--- config.mk ---
export PLATFORM = sky130hd
export DESIGN_NAME = mdio_reg_bridge
export DESIGN_NICKNAME = d
export VERILOG_FILES = /design/src/rtl/mdio_bridge_pkg.sv /design/src/rtl/mdc_tick_gen.sv /design/src/rtl/mdio_frame_fsm.sv /design/src/rtl/mdio_reg_bridge.sv
export SDC_FILE = /design/constraint.sdc
export NUM_CORES = 1
export LEC_CHECK = 0
export BUFFER_PORTS_ARGS = -buffer_cell sky130_fd_sc_hd__buf_2
export CELL_PAD_IN_SITES_DETAIL_PLACEMENT = 0
export CELL_PAD_IN_SITES_GLOBAL_PLACEMENT = 1
export CORE_UTILIZATION = 40
export DETAILED_ROUTE_END_ITERATION = 16
export PLACE_DENSITY_LB_ADDON = 0.1
export SLEW_MARGIN = 0
export SYNTH_ARGS = -nofsm -noshare
export SYNTH_HDL_FRONTEND = slang
export SYNTH_HIERARCHICAL = 1
export SYNTH_SLANG_ARGS = --single-unit
--- constraint.sdc ---
create_clock -name clk -period 3 [get_ports clk]
set_input_delay 0.3 -clock clk [delete_from_list [all_inputs] [get_ports clk]]
set_output_delay 0.3 -clock clk [all_outputs]
set_load 0.02 [all_outputs]
--- src/rtl/mdio_bridge_pkg.sv ---
package mdio_bridge_pkg;

    typedef enum logic [2:0] {
        ST_IDLE,
        ST_PRE,
        ST_SOF,
        ST_OP,
        ST_PHY,
        ST_REG,
        ST_TA,
        ST_DATA
    } mdio_state_e;

    localparam logic [1:0] SOF_CODE  = 2'b01;
    localparam logic [1:0] OP_READ   = 2'b10;
    localparam logic [1:0] OP_WRITE  = 2'b01;
    localparam logic [1:0] TA_WRITE  = 2'b10;
    localparam logic [1:0] TA_READ   = 2'b00;

endpackage

--- src/rtl/mdc_tick_gen.sv ---
module mdc_tick_gen #(
    parameter int HALF_DIV = 20
) (
    input  logic clk,
    input  logic rst_n,
    input  logic run,
    output logic mdc,
    output logic rise,
    output logic fall
);
    localparam int CW = $clog2(HALF_DIV + 1);
    localparam logic [CW-1:0] CNT_LAST = CW'(HALF_DIV - 1);

    logic [CW-1:0] cnt_q;
    logic          mdc_q;
    logic          wrap;

    always_ff @(posedge clk) begin
        if (!rst_n) begin
            cnt_q <= '0;
            mdc_q <= 1'b0;
        end else if (!run) begin
            cnt_q <= '0;
            mdc_q <= 1'b0;
        end else if (cnt_q == CNT_LAST) begin
            cnt_q <= '0;
            mdc_q <= ~mdc_q;
        end else begin
            cnt_q <= cnt_q + 1'b1;
        end
    end

    assign wrap = run && (cnt_q == CNT_LAST);
    assign rise = wrap && !mdc_q;
    assign fall = wrap && mdc_q;
    assign mdc  = mdc_q;

    assert_edge_excl_R6: assert property (@(posedge clk) disable iff (!rst_n)
        $onehot0({rise, fall}));

    assert_idle_low_R6: assert property (@(posedge clk) disable iff (!rst_n)
        !run |=> !mdc);

endmodule

--- src/rtl/mdio_frame_fsm.sv ---
module mdio_frame_fsm
    import mdio_bridge_pkg::*;
#(
    parameter int PRE_BITS = 32,
    parameter int PHY_AW   = 5,
    parameter int REG_AW   = 5,
    parameter int DATA_W   = 16,
    parameter int PHY_ADDR = 1
) (
    input  logic              clk,
    input  logic              rst_n,
    input  logic              start,
    input  logic              start_read,
    input  logic [REG_AW-1:0] start_reg,
    input  logic [DATA_W-1:0] start_data,
    input  logic              rise,
    input  logic              fall,
    input  logic              mdc,
    input  logic              mdio_in,
    output logic              busy,
    output logic              done,
    output logic [DATA_W-1:0] rd_capture,
    output logic              mdio_out,
    output logic              mdio_oe
);
    localparam int FRAME_BITS = PRE_BITS + 2 + 2 + PHY_AW + REG_AW + 2 + DATA_W;
    localparam int IW         = $clog2(FRAME_BITS);
    localparam logic [IW-1:0] END_PRE  = IW'(PRE_BITS - 1);
    localparam logic [IW-1:0] END_SOF  = IW'(PRE_BITS + 1);
    localparam logic [IW-1:0] END_OP   = IW'(PRE_BITS + 3);
    localparam logic [IW-1:0] END_PHY  = IW'(PRE_BITS + 3 + PHY_AW);
    localparam logic [IW-1:0] END_REG  = IW'(PRE_BITS + 3 + PHY_AW + REG_AW);
    localparam logic [IW-1:0] END_TA   = IW'(PRE_BITS + 5 + PHY_AW + REG_AW);
    localparam logic [IW-1:0] END_DATA = IW'(FRAME_BITS - 1);

    mdio_state_e            state_q, state_d;
    logic [IW-1:0]          bit_q;
    logic [FRAME_BITS-1:0]  frame_q;
    logic                   is_read_q;
    logic [DATA_W-1:0]      cap_q;
    logic                   bit_end;

    function automatic logic at_end(input logic [IW-1:0] idx, input logic [IW-1:0] last);
        return idx == last;
    endfunction

    assign bit_end = fall;

    // next-state logic
    always_comb begin
        state_d = state_q;
        unique case (state_q)
            ST_IDLE: if (start)                              state_d = ST_PRE;
            ST_PRE:  if (bit_end && at_end(bit_q, END_PRE))  state_d = ST_SOF;
            ST_SOF:  if (bit_end && at_end(bit_q, END_SOF))  state_d = ST_OP;
            ST_OP:   if (bit_end && at_end(bit_q, END_OP))   state_d = ST_PHY;
            ST_PHY:  if (bit_end && at_end(bit_q, END_PHY))  state_d = ST_REG;
            ST_REG:  if (bit_end && at_end(bit_q, END_REG))  state_d = ST_TA;
            ST_TA:   if (bit_end && at_end(bit_q, END_TA))   state_d = ST_DATA;
            ST_DATA: if (bit_end && at_end(bit_q, END_DATA)) state_d = ST_IDLE;
            default:                                         state_d = ST_IDLE;
        endcase
    end

    // state register
    always_ff @(posedge clk) begin
        if (!rst_n) state_q <= ST_IDLE;
        else        state_q <= state_d;
    end

    // frame shifter, bit counter, read capture
    always_ff @(posedge clk) begin
        if (!rst_n) begin
            bit_q     <= '0;
            frame_q   <= '0;
            is_read_q <= 1'b0;
            cap_q     <= '0;
        end else if (state_q == ST_IDLE) begin
            if (start) begin
                bit_q     <= '0;
                is_read_q <= start_read;
                cap_q     <= '0;
                frame_q   <= {{PRE_BITS{1'b1}}, SOF_CODE,
                              start_read ? OP_READ : OP_WRITE,
                              PHY_AW'(PHY_ADDR), start_reg,
                              start_read ? TA_READ : TA_WRITE,
                              start_read ? {DATA_W{1'b0}} : start_data};
            end
        end else begin
            if (rise && is_read_q && state_q == ST_DATA)
                cap_q <= {cap_q[DATA_W-2:0], mdio_in};
            if (fall) begin
                bit_q   <= bit_q + 1'b1;
                frame_q <= {frame_q[FRAME_BITS-2:0], 1'b0};
            end
        end
    end

    // outputs
    always_comb begin
        mdio_oe = 1'b0;
        unique case (state_q)
            ST_IDLE:        mdio_oe = 1'b0;
            ST_TA, ST_DATA: mdio_oe = !is_read_q;
            default:        mdio_oe = 1'b1;
        endcase
        mdio_out = mdio_oe & frame_q[FRAME_BITS-1];
    end

    assign busy       = (state_q != ST_IDLE);
    assign done       = (state_q == ST_DATA) && bit_end && at_end(bit_q, END_DATA);
    assign rd_capture = cap_q;

    assert_read_release_R5: assert property (@(posedge clk) disable iff (!rst_n)
        (is_read_q && (state_q == ST_DATA || state_q == ST_TA)) |-> !mdio_oe);

    assert_idle_mdc_low_R6: assert property (@(posedge clk) disable iff (!rst_n)
        (state_q == ST_IDLE) |-> !mdc);

    assert_oe_idle_R8: assert property (@(posedge clk) disable iff (!rst_n)
        (state_q == ST_IDLE) |-> !mdio_oe);

    assert_done_to_idle_R6: assert property (@(posedge clk) disable iff (!rst_n)
        done |=> (state_q == ST_IDLE));

endmodule

--- src/rtl/mdio_reg_bridge.sv ---
module mdio_reg_bridge #(
    parameter int CLK_DIV  = 20,
    parameter int REG_W    = 32,
    parameter int DATA_W   = 16,
    parameter int REG_AW   = 5,
    parameter int PHY_AW   = 5,
    parameter int PHY_ADDR = 1,
    parameter int PRE_BITS = 32,
    parameter int ADDR_LSB = 16,
    parameter int FLAG_POS = 31
) (
    input  logic             clk,
    input  logic             rst_n,
    input  logic             wr_en,
    input  logic [REG_W-1:0] wr_data,
    output logic [REG_W-1:0] rd_data,
    input  logic             mdio_in,
    output logic             mdc,
    output logic             mdio_out,
    output logic             mdio_oe
);
    logic              busy, done, accept;
    logic              rise, fall;
    logic [DATA_W-1:0] rd_capture;
    logic [DATA_W-1:0] data_q;
    logic [REG_AW-1:0] addr_q;
    logic              flag_q;
    logic              unused_wr;

    assign accept    = wr_en && !busy;
    assign unused_wr = ^wr_data;

    mdc_tick_gen #(
        .HALF_DIV (CLK_DIV)
    ) u_tick (
        .clk   (clk),
        .rst_n (rst_n),
        .run   (busy),
        .mdc   (mdc),
        .rise  (rise),
        .fall  (fall)
    );

    mdio_frame_fsm #(
        .PRE_BITS (PRE_BITS),
        .PHY_AW   (PHY_AW),
        .REG_AW   (REG_AW),
        .DATA_W   (DATA_W),
        .PHY_ADDR (PHY_ADDR)
    ) u_frame (
        .clk        (clk),
        .rst_n      (rst_n),
        .start      (accept),
        .start_read (!wr_data[FLAG_POS]),
        .start_reg  (wr_data[ADDR_LSB +: REG_AW]),
        .start_data (wr_data[DATA_W-1:0]),
        .rise       (rise),
        .fall       (fall),
        .mdc        (mdc),
        .mdio_in    (mdio_in),
        .busy       (busy),
        .done       (done),
        .rd_capture (rd_capture),
        .mdio_out   (mdio_out),
        .mdio_oe    (mdio_oe)
    );

    always_ff @(posedge clk) begin
        if (!rst_n) begin
            data_q <= '0;
            addr_q <= '0;
            flag_q <= 1'b0;
        end else if (accept) begin
            data_q <= wr_data[DATA_W-1:0];
            addr_q <= wr_data[ADDR_LSB +: REG_AW];
            flag_q <= wr_data[FLAG_POS];
        end else if (done) begin
            if (!flag_q) begin
                data_q <= rd_capture;
                flag_q <= 1'b1;
            end else begin
                flag_q <= 1'b0;
            end
        end
    end

    always_comb begin
        rd_data                     = '0;
        rd_data[DATA_W-1:0]         = data_q;
        rd_data[ADDR_LSB +: REG_AW] = addr_q;
        rd_data[FLAG_POS]           = flag_q;
    end

    assert_busy_hold_R7: assert property (@(posedge clk) disable iff (!rst_n)
        (busy && !done) |=> $stable(rd_data));

    assert_write_flag_R2: assert property (@(posedge clk) disable iff (!rst_n)
        (done && flag_q) |=> !rd_data[FLAG_POS]);

    assert_read_flag_R3: assert property (@(posedge clk) disable iff (!rst_n)
        (done && !flag_q) |=> rd_data[FLAG_POS]);

    assert_addr_kept_R3: assert property (@(posedge clk) disable iff (!rst_n)
        done |=> $stable(rd_data[ADDR_LSB +: REG_AW]));

endmodule

==> impl_metrics.yaml, run 1 <==
run_status:
  outcome: "finished clean"
final_layout:
  fin_util_pct: 49.24
  syn_to_final_growth_pct: 17.74
  final_area_um2: 6038
  layout.cells.non_filler: 751
  drive_above_1_share_pct: 25.77
  fin_nets: 609
floorplan:
  die_x_um: 115.2
  coreArea_um2: 12260
  ios: 71
  rows: 40
  initial_utilization_pct: 41.83
  die_h_um: 115.2
  die_area_um2: 13280
place:
  port_buffers: 50
  place_area_um2: 5410
  gp_congestion: 0.7799
  hpwl_um: 7419
  dp.cells: 718
clock_network:
  cts_resized: 0
  cts_tree: "done"
  cts_buffer_depth: 2
  insertion_delay_ps: 410
  hold_buffers: 0
  htree_levels: 4
  cts_root_buf: "clkbuf_16"
  numCtsBuffers: 17
  clock-sinks: 118
  cts_setup_buffers: 0
  clk_pin_slew_ps: 50
yosys:
  synth_cells: 535
  synth_area_um2: 5129
  synth_edf_count: 0
  netlist.area_leader.share_pct: 46.06
  yosys.cell_types.count: 61
  synth_common_cells: "dfxtp_1, nand2_1, o221a_2"
  synth_top_cell_by_area: "dfxtp_1"
  synth_most_common_cell: "dfxtp_1"
  synth_seq_cells: 118
  yosysSeqAreaShare_pct: 46.06
  avgSynthCellArea_um2: 9.586
  synthFlopType: "dfxtp_1"
  ys_top_cells_by_area: "dfxtp_1, o221a_2, nand2_1, a22oi_1, nor2b_1"
  synth_warnings: 6
  synthArstFlopShare_pct: 0
min_path:
  hp-class: "in2reg"
pwr:
  p_per_area_nw_per_um2: 732.9
  power_mw: 4.426
  cellLeakagePower_nw: 2.379
  ir_worst_vdd_mv: 0.4278
setup_path:
  r2r_end: "flag_q$_SDFFE_PN0P_"
  startpoint: "u_tick/cnt_q[0]$_SDFF_PP0_"
  max_stage_delay_ps: 350
  path_class: "reg2reg"
  cp_slowest_cell: "dfxtp_1"
  critPathCaptureType: "flop"
  regToRegSetupSlack_ps: 320
  cp_max_fo: 10
  cp_data_arrival_time_ps: 3040
  critical_path.endpoint: "flag_q$_SDFFE_PN0P_"
  crit_path_start_kind: "flop"
  cp_common_cell: "buf_4"
  reg2reg_from: "u_tick/cnt_q[0]$_SDFF_PP0_"
  crit_required_ps: 3350
  rr_worst_depth: 10
  path_cells: "ha_1, and4bb_4, and3_1, nand2_1, nor4_1, buf_4, nor2b_4, or2_1, buf_4, o221a_1"
timing:
  setup_viol: 0
  worstMarginPinSlew_ps: 1125
  max_freq_mhz: 372.7
  post-route-min-period_ps: 2683
  period_share_pct: 89.44
  final-hold-violation-count: 0
  rsz0062_at_grt: "no"
  slew_headroom_pct: 24.99
  clock_skew_ps: 6.147
  tns_ps: 0
  maxSlewViolCount: 0
drt:
  post-route-drc-count: 0
  routed_wl_um: 11840
  vias: 4033
  drtPass1Iterations: 5
  drtAntennaViolNets: 0
  wl_per_cell_um: 15.77
  drt_iter0_drc: 354
  vias_per_cell: 5.370
grt:
  grt_pass1_vias: 3790
  grt_usage_pct: 19.29
  grt_overflow: 0
  grt_max_degree: 100
  antenna_found_initial: 1
  grt_pass1_wl_um: 19590
run:
  drv_cap: 0
[how the worst min path moves through the flow]
stage	start	slack, ps	cells after the start	endpoint
floorplan	u_frame/frame_q[0]$_SDFFE_PN0P_	430	2	u_frame/frame_q[0]$_SDFFE_PN0P_
global placement	u_frame/frame_q[28]$_SDFFE_PN0P_	440	2	u_frame/frame_q[28]$_SDFFE_PN0P_
detailed placement	u_frame/frame_q[0]$_SDFFE_PN0P_	450	2	u_frame/frame_q[0]$_SDFFE_PN0P_
CTS	wr_data[10]	130	3	u_frame/frame_q[10]$_SDFFE_PN0P_
global route	wr_data[3]	140	3	u_frame/frame_q[3]$_SDFFE_PN0P_
finish	wr_data[17]	140	3	addr_q[1]$_SDFFE_PN0P_
[placed cells by master, fill, tap and decap left out, types with 2 or more instances in the layout]
| cell | netlist | final |
|---|---|---|
| a21oi_1 | 15 | 15 |
| a21boi_0 | 2 | 2 |
| a31oi_1 | 9 | 9 |
| o221a_2 | 35 | 35 |
| and2_1 | 2 | 2 |
| clkbuf_1 | 22 | 3 |
| dfxtp_1 | 118 | 118 |
| o31ai_1 | 17 | 17 |
| nand4b_1 | 2 | 2 |
| buf_2 | 15 | 50 |
| o211ai_1 | 2 | 2 |
| and3_1 | 2 | 2 |
| buf_4 | 17 | 13 |
| clkbuf_16 | 0 | 17 |
| clkbuf_8 | 0 | 3 |
| a31oi_2 | 10 | 10 |
| nand3b_1 | 7 | 7 |
| o21ai_0 | 23 | 23 |
| buf_12 | 1 | 2 |
| nor2b_1 | 27 | 27 |
| nor2_1 | 9 | 9 |
| nor3b_1 | 2 | 2 |
| xnor2_1 | 2 | 2 |
| inv_1 | 7 | 7 |
| nor3_1 | 2 | 2 |
| o311ai_0 | 2 | 2 |
| conb_1 | 1 | 10 |
| o211a_1 | 11 | 11 |
| bufinv_16 | 0 | 4 |
| ha_1 | 4 | 4 |
| clkinv_2 | 0 | 4 |
| nand2b_1 | 3 | 3 |
| a22oi_1 | 23 | 23 |
| nand4_1 | 2 | 2 |
| nand2_1 | 85 | 85 |
| a21boi_1 | 8 | 8 |
| nand3_1 | 17 | 17 |
[critical path: cells and delay by family (launching register included)]
kind | cells | cell delay [ps]
fa+ha+maj | 1 | 240
flops | 1 | 350
buf+inv | 2 | 380
simple gates | 6 | 1460
compound gates | 1 | 190
[per-layer routing]
metal / GRT usage, % / share of wire (%) / vias up
li1: - / - / 2005
met1: 26.44 / 49 / 1940
met2: 28.43 / 46 / 84
met3: 5.430 / 4.7 / 4
met4: 7.879 / 0.68 / 0
met5: 0 / 0 / -
[per-stage QoR]
stage,hold WS [ps],setup slack [ps]
2_1_floorplan,427.6,227.5
3_3_place_gp,438.7,377.7
3_5_place_dp,446.1,316.7
4_1_cts,126.4,284.4
5_1_grt,138.5,114.3
6_report,144.1,316.9
[area by class of cell]
cell class | instances | area (um^2)
repair buffers | 65 | 387.9
clock buffers | 23 | 478.0
multi-input cells | 359 | 2420
fillers | 1156 | 6223
diodes | 1 | 2.502
inverters | 8 | 30.03
clock inverters | 9 | 147.6
well taps | 168 | 210.2
flip-flops and latches | 118 | 2362
[kinds of logic after synthesis]
logic type	count (synthesis)	share of synthesized area, %
AOI/OAI and AO/OA	167	27.20
xor gates and xnor gates	3	0.5124
adders and majority gates	4	0.9759
buffers and inverters	67	7.416
DFF	118	46.06
muxes	1	0.1952
other	1	0.07312
and+or+nand+nor	174	17.57
[where the power goes]
part / total, mW / internal (mW) / switching [mW]
sequential: 1.77 / 1.70 / 0.0673
clock: 2.14 / 1.45 / 0.692
combinational: 0.518 / 0.205 / 0.313
[registers in the layout (all words and copies together) (netlist names)]
name and count:
u_frame/frame_q 64, data_q 16, u_frame/rd_capture 16, u_frame/bit_q 6, addr_q 5, u_tick/cnt_q 5, u_frame/state_q 3, flag_q 1
u_frame/is_read_q 1, u_tick/mdc 1
Note: power is estimated with default switching activity, not from simulation.
==> run 2: changes to the inputs <==
--- a/config.mk
+++ b/config.mk
@@ -10,3 +10,4 @@
 export CELL_PAD_IN_SITES_GLOBAL_PLACEMENT = 1
-export CORE_UTILIZATION = 40
+export CORE_UTILIZATION = 41
+export CTS_BUF_LIST = sky130_fd_sc_hd__clkbuf_4
 export DETAILED_ROUTE_END_ITERATION = 16
==> constraint.sdc (replaced) <==
create_clock -name clk -period 3 [get_ports clk]
set_input_delay 0.6 -clock clk [delete_from_list [all_inputs] [get_ports clk]]
set_output_delay 0.6 -clock clk [all_outputs]
set_load 0.02 [all_outputs]
==> run 2 against run 1 <==
  * Critical path type unchanged
  * Design area decreased by 5.3%
  * Via count is 0.97% higher
  * Register-to-register slack got worse by 40 ps
  * Largest cell class unchanged
  * Core utilization shrank 2.0 points
  * Worst hold slack better by 170 ps
  * Total power fell by 20%
  * Highest routed layer unchanged
==> impl_metrics.yaml, run 2 (synthesis results as in run 1) <==
run_status:
  outcome: "finished clean"
pwr:
  seqPwrFrac_pct: 49.7
  p_sw_share_pct: 27.13
  cellLeakagePower_nw: 2.233
  switchingPower_mw: 0.9612
  power_frac_clock_pct: 35.9
  combPwrFrac_pct: 14.4
  power_mw: 3.544
  p_per_area_nw_per_um2: 619.7
  ir_worst_vdd_mv: 0.3544
  p_int_mw: 2.582
drt:
  drtAntennaViolNets: 0
  vias_per_cell: 5.429
  post-route-drc-count: 0
  vias: 4072
  wl_per_cell_um: 15.65
  drt_iter0_drc: 307
  drtPass1Iterations: 5
  routed_wl_um: 11740
clock_network:
  cts_buffer_depth: 2
  numCtsBuffers: 17
  cts_tree: "done"
  insertion_delay_ps: 530
  cts_root_buf: "clkbuf_4"
  cts_resized: 0
  htree_levels: 4
  cts_setup_buffers: 0
  clock-sinks: 118
  clk_pin_slew_ps: 100
  hold_buffers: 0
grt:
  grt_usage_pct: 19.43
  grt_pass1_vias: 3724
  grt_max_degree: 75
  grt_pass1_wl_um: 19470
  antenna_found_initial: 1
  grt_overflow: 0
final_layout:
  largest_register_ffs: 64
  syn_to_final_growth_pct: 11.49
  fin_util_pct: 47.21
  fin_nets: 609
  final_common_cell: "dfxtp_1"
  top_register: "u_frame/frame_q"
  drive_above_1_share_pct: 25.95
  diodes: 0
  final_cell_mix: "dfxtp_1, nand2_1, buf_2"
  fillers: 1238
timing:
  final-hold-violation-count: 0
  slew_headroom_pct: 51.35
  worstMarginPinSlew_ps: 729.0
  rsz0062_at_grt: "no"
  tns_ps: 0
  max_freq_mhz: 366.8
  post-route-min-period_ps: 2726
  maxSlewViolCount: 0
  setup_viol: 0
  clock_skew_ps: 10.90
  period_share_pct: 90.87
setup_path:
  cp_max_fo: 17
  cp_data_arrival_time_ps: 3200
  max_stage_delay_ps: 380
  rr_worst_depth: 9
  crit_required_ps: 3480
  crit_path_start_kind: "flop"
  cp_top_family: "simple AND/OR/NAND/NOR gates"
  critPathCaptureType: "flop"
  cp.depth: 9
  regToRegSetupSlack_ps: 270
  crit_buf_inv: 1
  cp_slowest_cell: "nor4_2"
  path_cells: "ha_1, and4bb_4, and3_1, nand2_1, nor4_2, nor2b_4, or2_1, buf_4, o221a_1"
  path_class: "reg2reg"
floorplan:
  rows: 40
  coreArea_um2: 12110
  die_area_um2: 12960
  ios: 71
  die_h_um: 113.8
  initial_utilization_pct: 42.35
  die_x_um: 113.8
place:
  hpwl_um: 7390
  gp_congestion: 0.7665
  port_buffers: 50
run:
  drv_cap: 0
min_path:
  hp-class: "in2reg"
  min_path_cells: 3
## run 2: changes by cell type in the layout (fill, tap and decap cells not counted), sizes merged
| cell | before | now |
|---|---|---|
| clkbuf | 23 | 21 |
| clkinv | 4 | 5 |
| clkinvlp | 1 | 2 |
| diode | 1 | 0 |
## run 2: layout make-up
cell class / instances / area, um^2 / area share, %
clock buffer: 21 / 157.7 / 2.757
clock inverter: 11 / 156.4 / 2.735
inverter: 8 / 30.03 / 0.5252
multi-input combinational: 359 / 2426 / 42.43
sequential: 118 / 2362 / 41.31
tap: 168 / 210.2 / 3.676
timing repair buffer: 65 / 375.4 / 6.565
## run 2: power groups by stage
stage	sequential, mW	clock, mW	combinational, mW
floorplan	1.82	0	0.379
global placement	1.79	0	0.508
detailed placement	1.80	0	0.515
CTS	1.76	1.31	0.518
global route	1.78	1.38	0.567
finish	1.76	1.27	0.511
## run 2: layer usage
metal  part of all wire, %  global-route usage (%)  vias to the layer above  wire length (um)
met1                    49                   27.12                     1970              5802
li1                      -                       -                     2003                 -
met4                   1.3                   6.753                        0               149
met5                     0                       0                        -                 0
met3                   4.5                   5.845                       12               524
met2                    45                   28.37                       87              5261
## run 2: worst paths after layout
kind                         startpoint                               to
max          u_tick/cnt_q[0]$_SDFF_PP0_              flag_q$_SDFFE_PN0P_
min                          wr_data[9]  u_frame/frame_q[9]$_SDFFE_PN0P_
max reg2reg  u_tick/cnt_q[0]$_SDFF_PP0_              flag_q$_SDFFE_PN0P_
min reg2reg      addr_q[1]$_SDFFE_PN0P_           addr_q[1]$_SDFFE_PN0P_
## run 2: through the flow
stage          setup WS [ps]  hold WS [ps]  instances  area (um^2)
3_5_place_dp           160.5         444.0        718         5398
2_1_floorplan          227.5         427.6        544         5162
4_1_cts                121.7         270.8        750         5712
3_3_place_gp           204.3         437.4        718         5398
5_1_grt                15.15         273.0        750         5718
6_report               273.8         309.6        750         5718
## run 2: worst register-to-register path, stage by stage (launching register included)
cell	delay, ps
dfxtp_1	360
ha_1	240
and4bb_4	300
and3_1	310
nand2_1	150
nor4_2	380
nor2b_4	320
or2_1	130
buf_4	260
o221a_1	220
